**config.mk**
```make
export PLATFORM = sky130hd
export DESIGN_NAME = mbox_unit
export DESIGN_NICKNAME = d
export VERILOG_FILES = /design/src/rtl/mbox_pkg.sv /design/src/rtl/mbox_out_slot.sv /design/src/rtl/mbox_in_fifo.sv /design/src/rtl/mbox_unit.sv
export SDC_FILE = /design/constraint.sdc
export NUM_CORES = 1
export LEC_CHECK = 0
export BUFFER_PORTS_ARGS = -buffer_cell sky130_fd_sc_hd__buf_4
export CORE_ASPECT_RATIO = 1.2
export CORE_MARGIN = 2
export CORE_UTILIZATION = 50
export CTS_BUF_LIST = sky130_fd_sc_hd__clkbuf_4
export CTS_CLUSTER_DIAMETER = 30
export DETAILED_ROUTE_END_ITERATION = 12
export HOLD_SLACK_MARGIN = 0.1
export PLACE_DENSITY = 0.86
export SYNTH_ARGS = -nofsm -noshare
export SYNTH_HDL_FRONTEND = slang
export SYNTH_SLANG_ARGS = --single-unit
export TNS_END_PERCENT = 5
```
**constraint.sdc**
```tcl
create_clock -name clk -period 8.5 [get_ports clk]
set_clock_uncertainty 0.2 [all_clocks]
set_input_delay 1.7 -clock clk [delete_from_list [all_inputs] [get_ports clk]]
set_output_delay 1.7 -clock clk [all_outputs]
set_load 0.01 [all_outputs]
```
**src/rtl/mbox_pkg.sv**
```systemverilog
package mbox_pkg;

   localparam int unsigned CP_ADDR_W    = 2;
   localparam int unsigned STAT_OUT_BIT = 8;
   localparam int unsigned STAT_IRQ_BIT = 9;

   typedef enum logic [CP_ADDR_W-1:0] {
      REG_OUT      = 2'd0,
      REG_OUT_IRQ  = 2'd1,
      REG_IN       = 2'd2,
      REG_STAT     = 2'd3
   } mbox_reg_e;

endpackage

```
**src/rtl/mbox_out_slot.sv**
```systemverilog
module mbox_out_slot #(
   parameter int unsigned W      = 32,
   parameter bit          IRQ_EN = 1'b0
) (
   input  logic         clk,
   input  logic         rst_n,
   input  logic         wr_valid,
   output logic         wr_ready,
   input  logic [W-1:0] wr_data,
   input  logic         rd_pop,
   output logic         full,
   output logic [W-1:0] data,
   output logic         irq
);

   if (W < 1) begin : g_bad_width
      $error("mbox_out_slot: W must be at least 1");
   end

   logic         full_q;
   logic [W-1:0] data_q;
   logic         wr_fire;

   assign wr_fire  = wr_valid && !full_q;
   assign wr_ready = !full_q;
   assign full     = full_q;
   assign data     = data_q;

   always_ff @(posedge clk) begin
      if (!rst_n) begin
         full_q <= 1'b0;
         data_q <= '0;
      end else if (wr_fire) begin
         full_q <= 1'b1;
         data_q <= wr_data;
      end else if (rd_pop && full_q) begin
         full_q <= 1'b0;
      end
   end

   if (IRQ_EN) begin : g_irq
      logic irq_q;
      always_ff @(posedge clk) begin
         if (!rst_n) begin
            irq_q <= 1'b0;
         end else if (wr_fire) begin
            irq_q <= 1'b1;
         end else if (rd_pop) begin
            irq_q <= 1'b0;
         end
      end
      assign irq = irq_q;

      assert_irq_level_R5: assert property (@(posedge clk) disable iff (!rst_n)
         irq_q == full_q);
      assert_irq_rise_R5: assert property (@(posedge clk) disable iff (!rst_n)
         $rose(irq_q) |-> $past(wr_valid));
   end else begin : g_no_irq
      assign irq = 1'b0;
   end

   assert_stall_R3: assert property (@(posedge clk) disable iff (!rst_n)
      (full_q && !rd_pop) |=> (full_q && $stable(data_q)));
   assert_release_R3: assert property (@(posedge clk) disable iff (!rst_n)
      (full_q && rd_pop) |=> wr_ready);

endmodule

```
**src/rtl/mbox_in_fifo.sv**
```systemverilog
module mbox_in_fifo #(
   parameter int unsigned W     = 32,
   parameter int unsigned DEPTH = 4
) (
   input  logic              clk,
   input  logic              rst_n,
   input  logic              push,
   input  logic [W-1:0]      push_data,
   input  logic              pop,
   output logic [W-1:0]      head,
   output logic              nonempty,
   output logic [$clog2(DEPTH+1)-1:0] free
);

   localparam int unsigned PW = (DEPTH > 1) ? $clog2(DEPTH) : 1;
   localparam int unsigned CW = $clog2(DEPTH + 1);

   if (DEPTH < 2 || (DEPTH & (DEPTH - 1)) != 0) begin : g_bad_depth
      $error("mbox_in_fifo: DEPTH must be a power of two, at least 2");
   end

   logic [W-1:0]  mem [DEPTH];
   logic [PW-1:0] rd_ptr;
   logic [CW-1:0] cnt;
   logic [PW-1:0] wr_idx;
   logic          is_full;

   assign is_full  = (cnt == CW'(DEPTH));
   assign head     = mem[rd_ptr];
   assign nonempty = (cnt != '0);
   assign free     = CW'(DEPTH) - cnt;

   always_comb begin
      if (is_full && !pop) begin
         wr_idx = rd_ptr + PW'(DEPTH - 1);
      end else begin
         wr_idx = rd_ptr + cnt[PW-1:0];
      end
   end

   always_ff @(posedge clk) begin
      if (push) begin
         mem[wr_idx] <= push_data;
      end
   end

   always_ff @(posedge clk) begin
      if (!rst_n) begin
         rd_ptr <= '0;
         cnt    <= '0;
      end else begin
         if (pop) begin
            rd_ptr <= rd_ptr + PW'(1);
         end
         if (push && !pop && !is_full) begin
            cnt <= cnt + CW'(1);
         end else if (pop && !push) begin
            cnt <= cnt - CW'(1);
         end
      end
   end

   assert_no_overflow_R7: assert property (@(posedge clk) disable iff (!rst_n)
      cnt <= CW'(DEPTH));
   assert_overwrite_keeps_R7: assert property (@(posedge clk) disable iff (!rst_n)
      (is_full && push && !pop) |=> (is_full && $stable(rd_ptr)));
   assert_swap_full_R8: assert property (@(posedge clk) disable iff (!rst_n)
      (is_full && push && pop) |=> is_full);
   assert_pop_nonempty_R9: assert property (@(posedge clk) disable iff (!rst_n)
      pop |-> (cnt != '0));

endmodule

```
**src/rtl/mbox_unit.sv**
```systemverilog
module mbox_unit
   import mbox_pkg::*;
#(
   parameter int unsigned DATA_W   = 32,
   parameter int unsigned IN_DEPTH = 4
) (
   input  logic                 clk,
   input  logic                 rst_n,
   input  logic                 lo_wr_valid,
   output logic                 lo_wr_ready,
   input  logic [DATA_W-1:0]    lo_wr_data,
   input  logic                 li_wr_valid,
   output logic                 li_wr_ready,
   input  logic [DATA_W-1:0]    li_wr_data,
   output logic                 lr_valid,
   input  logic                 lr_ready,
   output logic [DATA_W-1:0]    lr_data,
   input  logic [CP_ADDR_W-1:0] cp_addr,
   input  logic                 cp_wr_en,
   input  logic [DATA_W-1:0]    cp_wdata,
   input  logic                 cp_rd_en,
   output logic [DATA_W-1:0]    cp_rdata,
   output logic                 irq_o
);

   localparam int unsigned FREE_W = $clog2(IN_DEPTH + 1);

   if (DATA_W <= STAT_IRQ_BIT) begin : g_bad_data_w
      $error("mbox_unit: DATA_W too narrow for the status word");
   end
   if (FREE_W > STAT_OUT_BIT) begin : g_bad_free_w
      $error("mbox_unit: free count field overlaps outbound bits");
   end

   logic              out_full, irq_full;
   logic [DATA_W-1:0] out_data, irq_data;
   logic              out_pop, irq_pop;
   logic              unused_irq_plain;
   logic              in_push, in_pop;
   logic [FREE_W-1:0] in_free;
   logic [DATA_W-1:0] status;

   assign out_pop = cp_rd_en && (cp_addr == REG_OUT);
   assign irq_pop = cp_rd_en && (cp_addr == REG_OUT_IRQ);
   assign in_push = cp_wr_en && (cp_addr == REG_IN);
   assign in_pop  = lr_valid && lr_ready;

   mbox_out_slot #(.W(DATA_W), .IRQ_EN(1'b0)) i_out_plain (
      .clk      (clk),
      .rst_n    (rst_n),
      .wr_valid (lo_wr_valid),
      .wr_ready (lo_wr_ready),
      .wr_data  (lo_wr_data),
      .rd_pop   (out_pop),
      .full     (out_full),
      .data     (out_data),
      .irq      (unused_irq_plain)
   );

   mbox_out_slot #(.W(DATA_W), .IRQ_EN(1'b1)) i_out_irq (
      .clk      (clk),
      .rst_n    (rst_n),
      .wr_valid (li_wr_valid),
      .wr_ready (li_wr_ready),
      .wr_data  (li_wr_data),
      .rd_pop   (irq_pop),
      .full     (irq_full),
      .data     (irq_data),
      .irq      (irq_o)
   );

   mbox_in_fifo #(.W(DATA_W), .DEPTH(IN_DEPTH)) i_in_fifo (
      .clk       (clk),
      .rst_n     (rst_n),
      .push      (in_push),
      .push_data (cp_wdata),
      .pop       (in_pop),
      .head      (lr_data),
      .nonempty  (lr_valid),
      .free      (in_free)
   );

   always_comb begin
      status = '0;
      status[FREE_W-1:0]  = in_free;
      status[STAT_OUT_BIT] = out_full;
      status[STAT_IRQ_BIT] = irq_full;
   end

   always_comb begin
      cp_rdata = '0;
      case (mbox_reg_e'(cp_addr))
         REG_OUT:     if (out_full) cp_rdata = out_data;
         REG_OUT_IRQ: if (irq_full) cp_rdata = irq_data;
         REG_STAT:    cp_rdata = status;
         default:     cp_rdata = '0;
      endcase
   end

   assert_empty_read_zero_R11: assert property (@(posedge clk) disable iff (!rst_n)
      (cp_rd_en && cp_addr == REG_OUT && !out_full) |-> (cp_rdata == '0));
   assert_empty_read_keep_R11: assert property (@(posedge clk) disable iff (!rst_n)
      (cp_rd_en && cp_addr == REG_OUT && !out_full && !lo_wr_valid) |=> !out_full);
   assert_irq_drop_R5: assert property (@(posedge clk) disable iff (!rst_n)
      (irq_pop && irq_o) |=> !irq_o);

endmodule

```
Word-level counts from Yosys, hierarchy flattened
Memories as Yosys holds them, arrays and structs flattened. A register that Yosys moved wholly into a read port is not among the register bits.
Cells that the tools add are included.
{ "op_classes": {"add_sub_neg": 6, "n_eq_ne": 4, "muxes": 16, "n_reduce_logical": 23} }
{ "ops": {"columns": ["cell", "n"], "rows": [
  ["$pmux 32 s3", 1],
  ["$mux 32", 2],
  ["$logic_and 1x1->1", 12],
  ["$mux 1", 8],
  ["$reduce_bool 2->1", 4],
  ["$mux 2", 3],
  ["$mux 3", 2],
  ["$logic_not 1->1", 5],
  ["$eq 2x2->1 const B", 2],
  ["$add 3x1->3 const B", 1],
  ["$eq 3x3->1 const B", 1],
  ["$reduce_bool 3->1", 1],
  ["$sub 3x1->3 const B", 1],
  ["$sub 3x3->3 const A", 1],
  ["$add 2x1->2 const B", 1],
  ["$add 2x2->2", 1],
  ["$add 2x2->2 const B", 1],
  ["$eq 2x1->1 const B", 1],
  ["$logic_not 2->1", 1]
]} }
{ "word_totals": {"reg_bits": 72, "ram_bits": 128, "input_bits": 105, "out_inout_bits": 68, "word_cells": 57, "mem_count": 1} }
{ "memory_table": {"columns": ["name", "words", "width", "rd", "rd_ports_with_merged_regs", "wr", "line_no", "rtl"], "rows": [
  ["i_in_fifo.mem", 4, 32, 1, 1, 1, "mbox_in_fifo.sv:22", "logic [W-1:0] mem [DEPTH];"]
]} }

Logic depth before layout (Yosys ltp)
Gate-level depths: netlist of run 1.
{ "logic_depth": {"depth_word": 6, "depth_mapped": 11} }

Hierarchy
From an unflattened synthesis of run 1, not the netlist that was laid out.
{ "unflattened": {"cells_unflattened": 569, "hier_area_um2": 8284.2} }
{ "modules_own_cells": {"columns": ["module", "instances", "cells_each", "area_each_um2", "seq_area_each_um2"], "rows": [
  ["mbox_in_fifo", 1, 220, 5087.4, 3983.8],
  ["mbox_out_slot at i_out_irq", 1, 147, 1387.6, 680.7],
  ["mbox_out_slot at i_out_plain", 1, 146, 1366.3, 660.6],
  ["mbox_unit", 1, 56, 442.9, 0.0]
]} }

Worst setup path after synthesis of run 1
OpenSTA, ideal clock, no wires.
{ "synth_path": {"path_kind": "input to register", "startpoint": "input lr_ready", "endpoint": "memory i_in_fifo.mem[2][0], enable pin", "setup_time_ns": 0.461, "arrival_ns": 4.743, "required_time_ns": 7.839, "path_slack_ns": 3.096, "cell_stages": 8, "path_buffers": 1, "path_cell_list": "nand2b_1 -> buf_6 -> nand2_1 -> nand2_1 -> ha_1 -> xnor2_1 -> xnor2_1 -> nor3_1"} }
{ "synth_via": {"elab_chain_cells": 4} }
{ "synth_rtl": {"columns": ["element", "line_no", "rtl"], "rows": [
  ["start, declared", "mbox_unit.sv:16", "input logic lr_ready,"],
  ["$logic_and 1x1->1", "mbox_unit.sv:46", "assign in_pop = lr_valid && lr_ready;"],
  ["$logic_not 1->1", "mbox_in_fifo.sv:34", "if (is_full && !pop) begin"],
  ["$logic_and 1x1->1", "mbox_in_fifo.sv:34", null],
  ["$mux 2", "mbox_in_fifo.sv:34", null],
  ["end, declared", "mbox_in_fifo.sv:22", null]
]} }
No other way between the ends.

Final worst setup path of run 1
{ "layout_path": {"startpoint": "input cp_addr[1]", "endpoint": "output cp_rdata[0]"} }
{ "layout_via": {"elab_chain_cells": 2, "elab_cells_between_ends": 4, "classes_between": "eq/ne: 2; mux: 1; reduce/logical: 1"} }
{ "layout_rtl": {"columns": ["element", "line_no", "rtl"], "rows": [
  ["start, declared", "mbox_unit.sv:18", "input logic [CP_ADDR_W-1:0] cp_addr,"],
  ["$eq 2x2->1, or another cell as far along", "mbox_unit.sv:92", "case (mbox_reg_e'(cp_addr))"],
  ["$pmux 32 s3 (*)", "mbox_unit.sv:92", null],
  ["end, declared", "mbox_unit.sv:22", "output logic [DATA_W-1:0] cp_rdata,"]
]} }
Mark *: on every way between the ends. The rest lies on a longest branch, timed or not.

==> results of run 1 <==
area by class of cell:
class / count / area (sq um)
diodes: 1 / 2.502
clock inverters: 17 / 125.1
multi-input cells: 318 / 2450
clock buffers: 71 / 533.0
repair buffers: 179 / 1344
fillers: 1145 / 5577
well taps: 208 / 260.3
flip-flops and latches: 202 / 5326
inverters: 6 / 22.52
per-layer routing:
| layer | up-vias | track usage |
|---|---|---|
| met5 | - | 0 |
| met4 | 0 | 0.07307 |
| met3 | 27 | 0.06611 |
| met2 | 259 | 0.3636 |
| met1 | 2526 | 0.2496 |
| li1 | 2477 | - |
power by group:
group          switching, uW  total, uW  internal (uW)
sequential              35.9       1170           1140
clock                    361        808            447
combinational            272        552            279
through the flow:
stage / hold slack [ns] / util
after floorplan: 0.2347 / -
after global placement: 0.2463 / 0.6012
after detailed placement: 0.2521 / 0.6012
after CTS: 0.2581 / 0.6433
after global routing: 0.2856 / 0.6434
final: 0.2536 / 0.6434
final timing paths:
check	start	to	cells past startpoint
setup / recovery	cp_addr[1]	cp_rdata[0]	5
hold / removal	i_out_plain.data[21]$_SDFFE_PN0P_	i_out_plain.data[21]$_SDFFE_PN0P_	2
setup reg to reg	i_in_fifo.cnt[0]$_SDFFE_PN0P_	i_in_fifo.mem[3][12]$_DFFE_PP_	10
hold reg to reg	i_out_plain.data[21]$_SDFFE_PN0P_	i_out_plain.data[21]$_SDFFE_PN0P_	2
registers in the layout (all words and copies together) (netlist names), named ones only:
| signal | flops |
|---|---|
| i_in_fifo.cnt | 3 |
| i_out_irq.full | 1 |
| i_out_irq.irq | 1 |
| i_in_fifo.mem | 128 |
| i_out_plain.data | 32 |
| i_in_fifo.rd_ptr | 2 |
| i_out_plain.full | 1 |
| i_out_irq.data | 32 |
logic make-up (layout without fill, tap and decap cells):
group	after synthesis	count (layout)	share of synthesized area
AND/OR/NAND/NOR	167	167	0.09015
XOR/XNOR	6	6	0.006585
buffers and inverters	44	273	0.02948
AO/OA/AOI/OAI	105	105	0.1021
adder cells (fa/ha/maj)	5	5	0.008781
flip-flops	202	202	0.6673
other	0	1	0
multiplexers	35	35	0.09564
worst reg2reg max path, cell delays in order (launching register included):
cell and delay (ns):
sky130_fd_sc_hd__dfxtp_1 0.39, sky130_fd_sc_hd__inv_1 0.11, sky130_fd_sc_hd__ha_1 0.23, sky130_fd_sc_hd__ha_1 0.22, sky130_fd_sc_hd__nand2b_1 0.32, sky130_fd_sc_hd__nand2_1 0.14, sky130_fd_sc_hd__nand2_1 0.07, sky130_fd_sc_hd__ha_1 0.20
sky130_fd_sc_hd__xnor2_1 0.28, sky130_fd_sc_hd__xnor2_1 0.20, sky130_fd_sc_hd__nor2_4 0.82
cell usage in the layout, fill, tap and decap left out, types with 5 or more instances in the layout:
cell                       netlist  layout
sky130_fd_sc_hd__a22o_1         28      28
sky130_fd_sc_hd__buf_4           1     179
sky130_fd_sc_hd__clkbuf_4        0      71
sky130_fd_sc_hd__xnor2_1         5       5
sky130_fd_sc_hd__a21boi_0       62      62
sky130_fd_sc_hd__mux4_2         32      32
sky130_fd_sc_hd__and2_1          5       5
sky130_fd_sc_hd__edfxtp_1      128     128
sky130_fd_sc_hd__nand2_1       143     143
sky130_fd_sc_hd__clkinv_1        0      10
sky130_fd_sc_hd__dfxtp_1        74      73
==> report_table.html, run 1 <==
<table>
<tr><th>Metric</th><th>Value</th></tr>
<tr><th colspan="2">Route</th></tr>
<tr><td>Remaining routing DRC violations</td><td>0</td></tr>
<tr><td>Top layer reached by signal wires</td><td>met4</td></tr>
<tr><td>Vias/cell</td><td>5.278</td></tr>
<tr><td>Per-cell routed wire length</td><td>17.81 microns</td></tr>
<tr><td>Routed length on met3</td><td>1.700 mm</td></tr>
<tr><td>Antenna Violating Nets Remaining</td><td>0</td></tr>
<tr><td>Drt initial violations</td><td>272</td></tr>
<tr><td>Number of optimization iterations in the first detailed-route pass</td><td>4</td></tr>
<tr><td>Met2 WL post-DR</td><td>9.060 mm</td></tr>
<tr><td>DR vias</td><td>5,289</td></tr>
<tr><td>Aggregate routed wire length</td><td>17.84 mm</td></tr>
<tr><td>Routed met1 length</td><td>6.747 mm</td></tr>
<tr><th colspan="2">Yosys</th></tr>
<tr><td>Top flip-flop cell by instance count after synthesis</td><td>sky130_fd_sc_hd__edfxtp_1</td></tr>
<tr><td>Largest cells by area after synthesis</td><td>sky130_fd_sc_hd__edfxtp_1, sky130_fd_sc_hd__dfxtp_1, sky130_fd_sc_hd__mux4_2</td></tr>
<tr><td>Cell taking the most area after synthesis</td><td>sky130_fd_sc_hd__edfxtp_1</td></tr>
<tr><td>Synth warnings</td><td>0</td></tr>
<tr><td>Mapped Cells</td><td>564</td></tr>
<tr><td>Sequential area share after synthesis</td><td>0.6673</td></tr>
<tr><td>Synth cell types</td><td>40</td></tr>
<tr><td>Most frequent cell after synthesis</td><td>sky130_fd_sc_hd__nand2_1</td></tr>
<tr><td>Share of async-settable or async-resettable flops after synthesis</td><td>0</td></tr>
<tr><td>Cell types with the highest counts after synthesis</td><td>sky130_fd_sc_hd__nand2_1, sky130_fd_sc_hd__edfxtp_1, sky130_fd_sc_hd__dfxtp_1</td></tr>
<tr><td>Post-Syn Area per Cell</td><td>14.15 sq um</td></tr>
<tr><td>Mapped Nets</td><td>674</td></tr>
<tr><td>Cell area after technology mapping</td><td>7980 sq um</td></tr>
<tr><td>Synthesis-stage register bit count</td><td>202</td></tr>
<tr><td>Share of the synthesized area in the top cell type</td><td>0.4817</td></tr>
<tr><td>Number of enable flip-flop cells after synthesis</td><td>128</td></tr>
<tr><th colspan="2">Final layout</th></tr>
<tr><td>Post-Layout Cell Count</td><td>1,002</td></tr>
<tr><td>Final instance area</td><td>10,060 sq um</td></tr>
<tr><td>Signed area change from the synthesized netlist to the final layout</td><td>26.11%</td></tr>
<tr><td>Fraction of final layout cells sized beyond drive strength 1</td><td>0.3859</td></tr>
<tr><td>Net count of the finished layout</td><td>866</td></tr>
<tr><th colspan="2">Timing</th></tr>
<tr><td>Final number of hold-violating endpoints</td><td>0</td></tr>
<tr><td>Final total negative setup slack</td><td>0 ns</td></tr>
<tr><td>Setup violation total in the final timing report</td><td>0</td></tr>
<tr><td>Clock period minus final worst setup slack</td><td>5.303 ns</td></tr>
<tr><td>Worst max-slew margin expressed relative to the limit</td><td>0.1470</td></tr>
<tr><td>Fmax</td><td>0.1886 GHz</td></tr>
<tr><td>Pin slew with the least headroom to its limit</td><td>1.275 ns</td></tr>
<tr><td>Setup repair after global routing missed its margin</td><td>false</td></tr>
<tr><td>Final worst setup slack</td><td>3.197 ns</td></tr>
<tr><td>Number of max-slew violations in the final report</td><td>0</td></tr>
<tr><td>Final critical-path share of the clock period</td><td>0.6239</td></tr>
<tr><th colspan="2">Global route</th></tr>
<tr><td>Wire length of the first global-routing pass</td><td>27.95 mm</td></tr>
<tr><td>Tot GR Track Use</td><td>0.2103</td></tr>
<tr><td>Maximum number of pins on one net before global-route repair</td><td>76</td></tr>
<tr><td>Initial antenna violation count</td><td>1</td></tr>
<tr><td>Final global-route overflow total</td><td>0</td></tr>
<tr><td>Vias in the first global route</td><td>5,434</td></tr>
<tr><th colspan="2">Clock network</th></tr>
<tr><td>CTS tree</td><td>yes</td></tr>
<tr><td>H-tree level count</td><td>2</td></tr>
<tr><td>Inserted Clock Buffers</td><td>49</td></tr>
<tr><td>Root cell of the clock tree</td><td>sky130_fd_sc_hd__clkbuf_4</td></tr>
<tr><td>Number of hold-repair buffers added at the cts stage</td><td>0</td></tr>
<tr><td>Resized cells post-CTS</td><td>0</td></tr>
<tr><td>Number of setup buffers added after CTS</td><td>0</td></tr>
<tr><td>Clock transition at the registers of the reported paths</td><td>0.06 ns</td></tr>
<tr><td>Longest Clk Path Bufs</td><td>3</td></tr>
<tr><td>Number of clock sinks</td><td>202</td></tr>
<tr><td>Source-to-sink clock delay at the later pin of the worst-skew pair</td><td>0.58 ns</td></tr>
<tr><th colspan="2">Status</th></tr>
<tr><td>Status</td><td>finished, final reports clean</td></tr>
<tr><th colspan="2">Power and ir drop</th></tr>
<tr><td>Total chip power</td><td>2533 uW</td></tr>
<tr><td>Static leakage</td><td>0.003812 uW</td></tr>
<tr><td>Total power divided by cell area</td><td>251.7 nW/um^2</td></tr>
<tr><td>Peak ir drop on the vdd network</td><td>122.5 uV</td></tr>
<tr><th colspan="2">Worst setup path</th></tr>
<tr><td>Cells along the critical path</td><td>buf_4 &gt; nor3_4 &gt; a22oi_1 &gt; o21ai_0 &gt; buf_4</td></tr>
<tr><td>Crit-path leading delay family</td><td>simple AND/OR/NAND/NOR gates</td></tr>
<tr><td>CP max stage delay</td><td>1.01 ns</td></tr>
<tr><td>Most common cell type on the critical path</td><td>sky130_fd_sc_hd__buf_4</td></tr>
<tr><td>Kind of capture point of the worst setup path</td><td>primary output</td></tr>
<tr><td>Buffers &amp; Inverters on Critical Path</td><td>2</td></tr>
<tr><td>Category of the most critical setup path</td><td>primary input to primary output</td></tr>
<tr><td>Slowest stage cell, crit path</td><td>sky130_fd_sc_hd__nor3_4</td></tr>
<tr><td>Worst reg-to-reg setup slack</td><td>4.91 ns</td></tr>
<tr><td>Worst EP arrival</td><td>3.40 ns</td></tr>
<tr><td>WP data required</td><td>6.60 ns</td></tr>
<tr><td>Highest fanout seen on the critical path</td><td>32</td></tr>
<tr><td>Kind of launch point of the worst setup path</td><td>primary input</td></tr>
<tr><th colspan="2">Place</th></tr>
<tr><td>Total cell area at the placement stage</td><td>9403 sq um</td></tr>
<tr><td>Worst Setup Slack post-DPL</td><td>3.272 ns</td></tr>
<tr><td>Post-placement cell count</td><td>913</td></tr>
<tr><td>Placer's final routability congestion estimate</td><td>0.8991</td></tr>
<tr><td>Input/output buffers</td><td>172</td></tr>
<tr><td>Detailed-placement wirelength estimate</td><td>12.10 mm</td></tr>
<tr><th colspan="2">Floorplan</th></tr>
<tr><td>Die width</td><td>119.3 microns</td></tr>
<tr><td>Num ports</td><td>173</td></tr>
<tr><td>Placement Rows</td><td>50</td></tr>
<tr><td>Floorplan die area</td><td>16,990 sq um</td></tr>
<tr><td>Chip height</td><td>142.4 microns</td></tr>
<tr><td>Initial standard-cell utilization of the core</td><td>0.5102</td></tr>
<tr><td>Core region area</td><td>15,640 sq um</td></tr>
<tr><th colspan="2">Min path</th></tr>
<tr><td>Type of the most critical hold path</td><td>register to register</td></tr>
<tr><th colspan="2">Flow run</th></tr>
<tr><td>Number of violations of the max-capacitance limit</td><td>0</td></tr>
</table>
No activity file was read; power rests on OpenSTA's default activity.
==> run 2, diff against run 1 <==
==> constraint.sdc (replaced) <==
create_clock -name clk -period 4.9 [get_ports clk]
set_clock_uncertainty 0.2 [all_clocks]
set_input_delay 0.98 -clock clk [delete_from_list [all_inputs] [get_ports clk]]
set_output_delay 0.98 -clock clk [all_outputs]
set_load 0.01 [all_outputs]
==> run 2 against run 1 <==
Compared with the run above: sequential power up 79%; count of clock-buffer cells in the layout unchanged; utilization is 0.11 points lower; clock power increased by 67%; via count up 0.66%; critical path depth decreased by 3; non-clock buffer count grew 1; global-route usage rose by 0.080 points; flip-flop and latch count did not move; critical endpoint is now lr_data[14].
==> report_table.html, run 2 (synthesis results as in run 1) <==
<table>
<tr><th>Metric</th><th>Value</th></tr>
<tr><th colspan="2">Status</th></tr>
<tr><td>Status</td><td>finished, final reports clean</td></tr>
<tr><th colspan="2">Route</th></tr>
<tr><td>Aggregate routed wire length</td><td>17.74 mm (-0.57%)</td></tr>
<tr><td>Drt initial violations</td><td>324 (+19%)</td></tr>
<tr><td>Vias/cell</td><td>5.313 (+0.66%)</td></tr>
<tr><td>Per-cell routed wire length</td><td>17.71 microns (-0.57%)</td></tr>
<tr><td>DR vias</td><td>5,324 (+0.66%)</td></tr>
<tr><td>Antenna Violating Nets Remaining</td><td>0 (unchanged)</td></tr>
<tr><td>Number of optimization iterations in the first detailed-route pass</td><td>4 (unchanged)</td></tr>
<tr><td>Remaining routing DRC violations</td><td>0 (unchanged)</td></tr>
<tr><th colspan="2">Worst setup path</th></tr>
<tr><td>Cells along the critical path</td><td>mux4_2 &gt; buf_4</td></tr>
<tr><td>Category of the most critical setup path</td><td>register to primary output</td></tr>
<tr><td>Slowest stage cell, crit path</td><td>sky130_fd_sc_hd__dfxtp_2</td></tr>
<tr><td>Kind of capture point of the worst setup path</td><td>primary output</td></tr>
<tr><td>Highest fanout seen on the critical path</td><td>32 (unchanged)</td></tr>
<tr><td>WP data required</td><td>3.72 ns (-2.88 ns)</td></tr>
<tr><td>Kind of launch point of the worst setup path</td><td>register</td></tr>
<tr><td>Buffers &amp; Inverters on Critical Path</td><td>1 (-1)</td></tr>
<tr><td>Worst EP arrival</td><td>2.49 ns (-0.91 ns)</td></tr>
<tr><td>Crit-path leading delay family</td><td>flip-flops</td></tr>
<tr><td>CP max stage delay</td><td>1.07 ns (+0.06 ns)</td></tr>
<tr><th colspan="2">Floorplan</th></tr>
<tr><td>Initial standard-cell utilization of the core</td><td>0.5102 (unchanged)</td></tr>
<tr><td>Core region area</td><td>15,640 sq um (unchanged)</td></tr>
<tr><td>Num ports</td><td>173 (unchanged)</td></tr>
<tr><td>Placement Rows</td><td>50 (unchanged)</td></tr>
<tr><td>Floorplan die area</td><td>16,990 sq um (unchanged)</td></tr>
<tr><td>Die width</td><td>119.3 microns (unchanged)</td></tr>
<tr><td>Chip height</td><td>142.4 microns (unchanged)</td></tr>
<tr><th colspan="2">Power and ir drop</th></tr>
<tr><td>Net Switching</td><td>1160 uW (+73%)</td></tr>
<tr><td>Switching power as a share of total power</td><td>0.2674 (+0.002992)</td></tr>
<tr><td>Total power divided by cell area</td><td>431.8 nW/um^2 (+72%)</td></tr>
<tr><td>Static leakage</td><td>0.003805 uW (-0.19%)</td></tr>
<tr><td>Internal power consumption</td><td>3178 uW (+71%)</td></tr>
<tr><td>Register share of total power</td><td>0.482 (+0.019)</td></tr>
<tr><td>Clock group share of total power</td><td>0.312 (-0.007)</td></tr>
<tr><td>Relative contribution of combinational cells to total power</td><td>0.206 (-0.012)</td></tr>
<tr><td>Peak ir drop on the vdd network</td><td>232.0 uV (+89%)</td></tr>
<tr><th colspan="2">Final layout</th></tr>
<tr><td>Signed area change from the synthesized netlist to the final layout</td><td>25.89%</td></tr>
<tr><td>Most common cell after layout, fill and taps aside</td><td>sky130_fd_sc_hd__buf_4</td></tr>
<tr><td>Net count of the finished layout</td><td>866 (unchanged)</td></tr>
<tr><td>Largest register FFs</td><td>128 (unchanged)</td></tr>
<tr><td>Post-Layout Cell Count</td><td>1,002 (unchanged)</td></tr>
<tr><td>Most used cells in the layout excluding fill and tap cells</td><td>sky130_fd_sc_hd__buf_4, sky130_fd_sc_hd__nand2_1, sky130_fd_sc_hd__edfxtp_1</td></tr>
<tr><td>Util after Layout</td><td>0.6423 (-0.001120)</td></tr>
<tr><td>Fraction of final layout cells sized beyond drive strength 1</td><td>0.3902 (+0.004275)</td></tr>
<tr><td>Final instance area</td><td>10,050 sq um (-0.17%)</td></tr>
<tr><td>Register with the most flip-flops</td><td>i_in_fifo.mem</td></tr>
<tr><th colspan="2">Global route</th></tr>
<tr><td>Tot GR Track Use</td><td>0.2111 (+0.0007998)</td></tr>
<tr><td>Vias in the first global route</td><td>5,674 (+4.4%)</td></tr>
<tr><td>Wire length of the first global-routing pass</td><td>28.21 mm (+0.94%)</td></tr>
<tr><td>Maximum number of pins on one net before global-route repair</td><td>76 (unchanged)</td></tr>
<tr><td>Final global-route overflow total</td><td>0 (unchanged)</td></tr>
<tr><td>Initial antenna violation count</td><td>1 (unchanged)</td></tr>
<tr><th colspan="2">Clock network</th></tr>
<tr><td>CTS tree</td><td>yes</td></tr>
<tr><td>Source-to-sink clock delay at the later pin of the worst-skew pair</td><td>0.58 ns (about the same)</td></tr>
<tr><td>Inserted Clock Buffers</td><td>48 (-2.0%)</td></tr>
<tr><td>Resized cells post-CTS</td><td>0 (unchanged)</td></tr>
<tr><td>Number of clock sinks</td><td>202 (unchanged)</td></tr>
<tr><td>Longest Clk Path Bufs</td><td>3 (unchanged)</td></tr>
<tr><td>Number of setup buffers added after CTS</td><td>0 (unchanged)</td></tr>
<tr><td>Number of hold-repair buffers added at the cts stage</td><td>0 (unchanged)</td></tr>
<tr><td>Root cell of the clock tree</td><td>sky130_fd_sc_hd__clkbuf_4</td></tr>
<tr><td>H-tree level count</td><td>2 (unchanged)</td></tr>
<tr><td>Clock transition at the registers of the reported paths</td><td>0.06 ns (about the same)</td></tr>
<tr><th colspan="2">Timing</th></tr>
<tr><td>Clock period minus final worst setup slack</td><td>3.669 ns</td></tr>
<tr><td>Worst hold slack across all endpoints</td><td>0.2530 ns (-0.0006180 ns)</td></tr>
<tr><td>Setup violation total in the final timing report</td><td>0 (unchanged)</td></tr>
<tr><td>Worst max-slew margin expressed relative to the limit</td><td>0.1251 (-0.02188)</td></tr>
<tr><td>Final critical-path share of the clock period</td><td>0.7488</td></tr>
<tr><td>Fmax</td><td>0.2725 GHz</td></tr>
<tr><td>Number of max-slew violations in the final report</td><td>0 (unchanged)</td></tr>
<tr><td>Final number of hold-violating endpoints</td><td>0 (unchanged)</td></tr>
<tr><td>Setup repair after global routing missed its margin</td><td>false</td></tr>
<tr><td>Pin slew with the least headroom to its limit</td><td>1.306 ns (+0.03104 ns)</td></tr>
<tr><td>Final total negative setup slack</td><td>0 ns (unchanged)</td></tr>
<tr><th colspan="2">Place</th></tr>
<tr><td>Total cell area at the placement stage</td><td>9410 sq um (about the same)</td></tr>
<tr><td>Input/output buffers</td><td>172 (unchanged)</td></tr>
<tr><td>Post-placement cell count</td><td>914 (+0.11%)</td></tr>
<tr><td>Placer's final routability congestion estimate</td><td>0.8946 (-0.50%)</td></tr>
<tr><td>Detailed-placement wirelength estimate</td><td>11.84 mm (-2.1%)</td></tr>
<tr><th colspan="2">Flow run</th></tr>
<tr><td>Number of violations of the max-capacitance limit</td><td>0 (unchanged)</td></tr>
<tr><th colspan="2">Min path</th></tr>
<tr><td>Type of the most critical hold path</td><td>register to register</td></tr>
</table>
-- run 2: cell count changes in the layout (fill, tap and decap cells not counted), sizes merged --
cell,change
buf,+1
bufinv,-1
clkinv,-2
clkinvlp,+1
diode,+1
-- run 2: worst min-delay path, cell delays in order (launching register included) --
cell and delay (ns):
sky130_fd_sc_hd__dfxtp_1 0.31, sky130_fd_sc_hd__nand2_1 0.05, sky130_fd_sc_hd__a21boi_1 0.05
-- run 2: metrics by stage --
step	setup WS [ns]	total power (uW)
detailed placement	1.321	3034
CTS	1.110	4401
global route	0.9825	4557
finish	1.231	4338
global placement	1.407	2991
floorplan	0.2156	2655
-- run 2: area by class of cell --
type | count | area (sq um)
Antenna cell | 2 | 5.005
Clock buffer | 71 | 533.0
Clock inverter | 15 | 97.59
Fill cell | 1139 | 5594
Inverter | 6 | 22.52
Multi-Input combinational cell | 318 | 2450
Sequential cell | 202 | 5326
Tap cell | 208 | 260.3
Timing Repair Buffer | 180 | 1351
-- run 2: path summary, 6_finish.rpt --
path | start | endpoint | slack, ns | cells past startpoint
max reg2reg | i_in_fifo.cnt[0]$_SDFFE_PN0P_ | i_in_fifo.mem[3][17]$_DFFE_PP_ | 1.43 | 10
min reg2reg | i_out_plain.data[24]$_SDFFE_PN0P_ | i_out_plain.data[24]$_SDFFE_PN0P_ | 0.25 | 2
max | register | lr_data[14] | 1.23 | 2
min | i_out_plain.data[24]$_SDFFE_PN0P_ | i_out_plain.data[24]$_SDFFE_PN0P_ | 0.25 | 2
-- run 2: layer usage --
| metal | wire length, microns | GRT usage | up-vias |
|---|---|---|---|
| li1 | - | - | 2485 |
| met1 | 6743 | 0.2423 | 2535 |
| met2 | 8819 | 0.3657 | 266 |
| met3 | 1729 | 0.07011 | 38 |
| met4 | 450 | 0.08483 | 0 |
| met5 | 0 | 0 | - |
-- run 2: power groups by stage --
| stage | Combinational (uW) | Sequential (uW) | Clock [uW] |
|---|---|---|---|
| 2_1_floorplan | 604 | 2050 | 0 |
| 3_3_place_gp | 872 | 2120 | 0 |
| 3_5_place_dp | 900 | 2130 | 0 |
| 4_1_cts | 904 | 2100 | 1400 |
| 5_1_grt | 957 | 2120 | 1480 |
| 6_report | 893 | 2090 | 1350 |
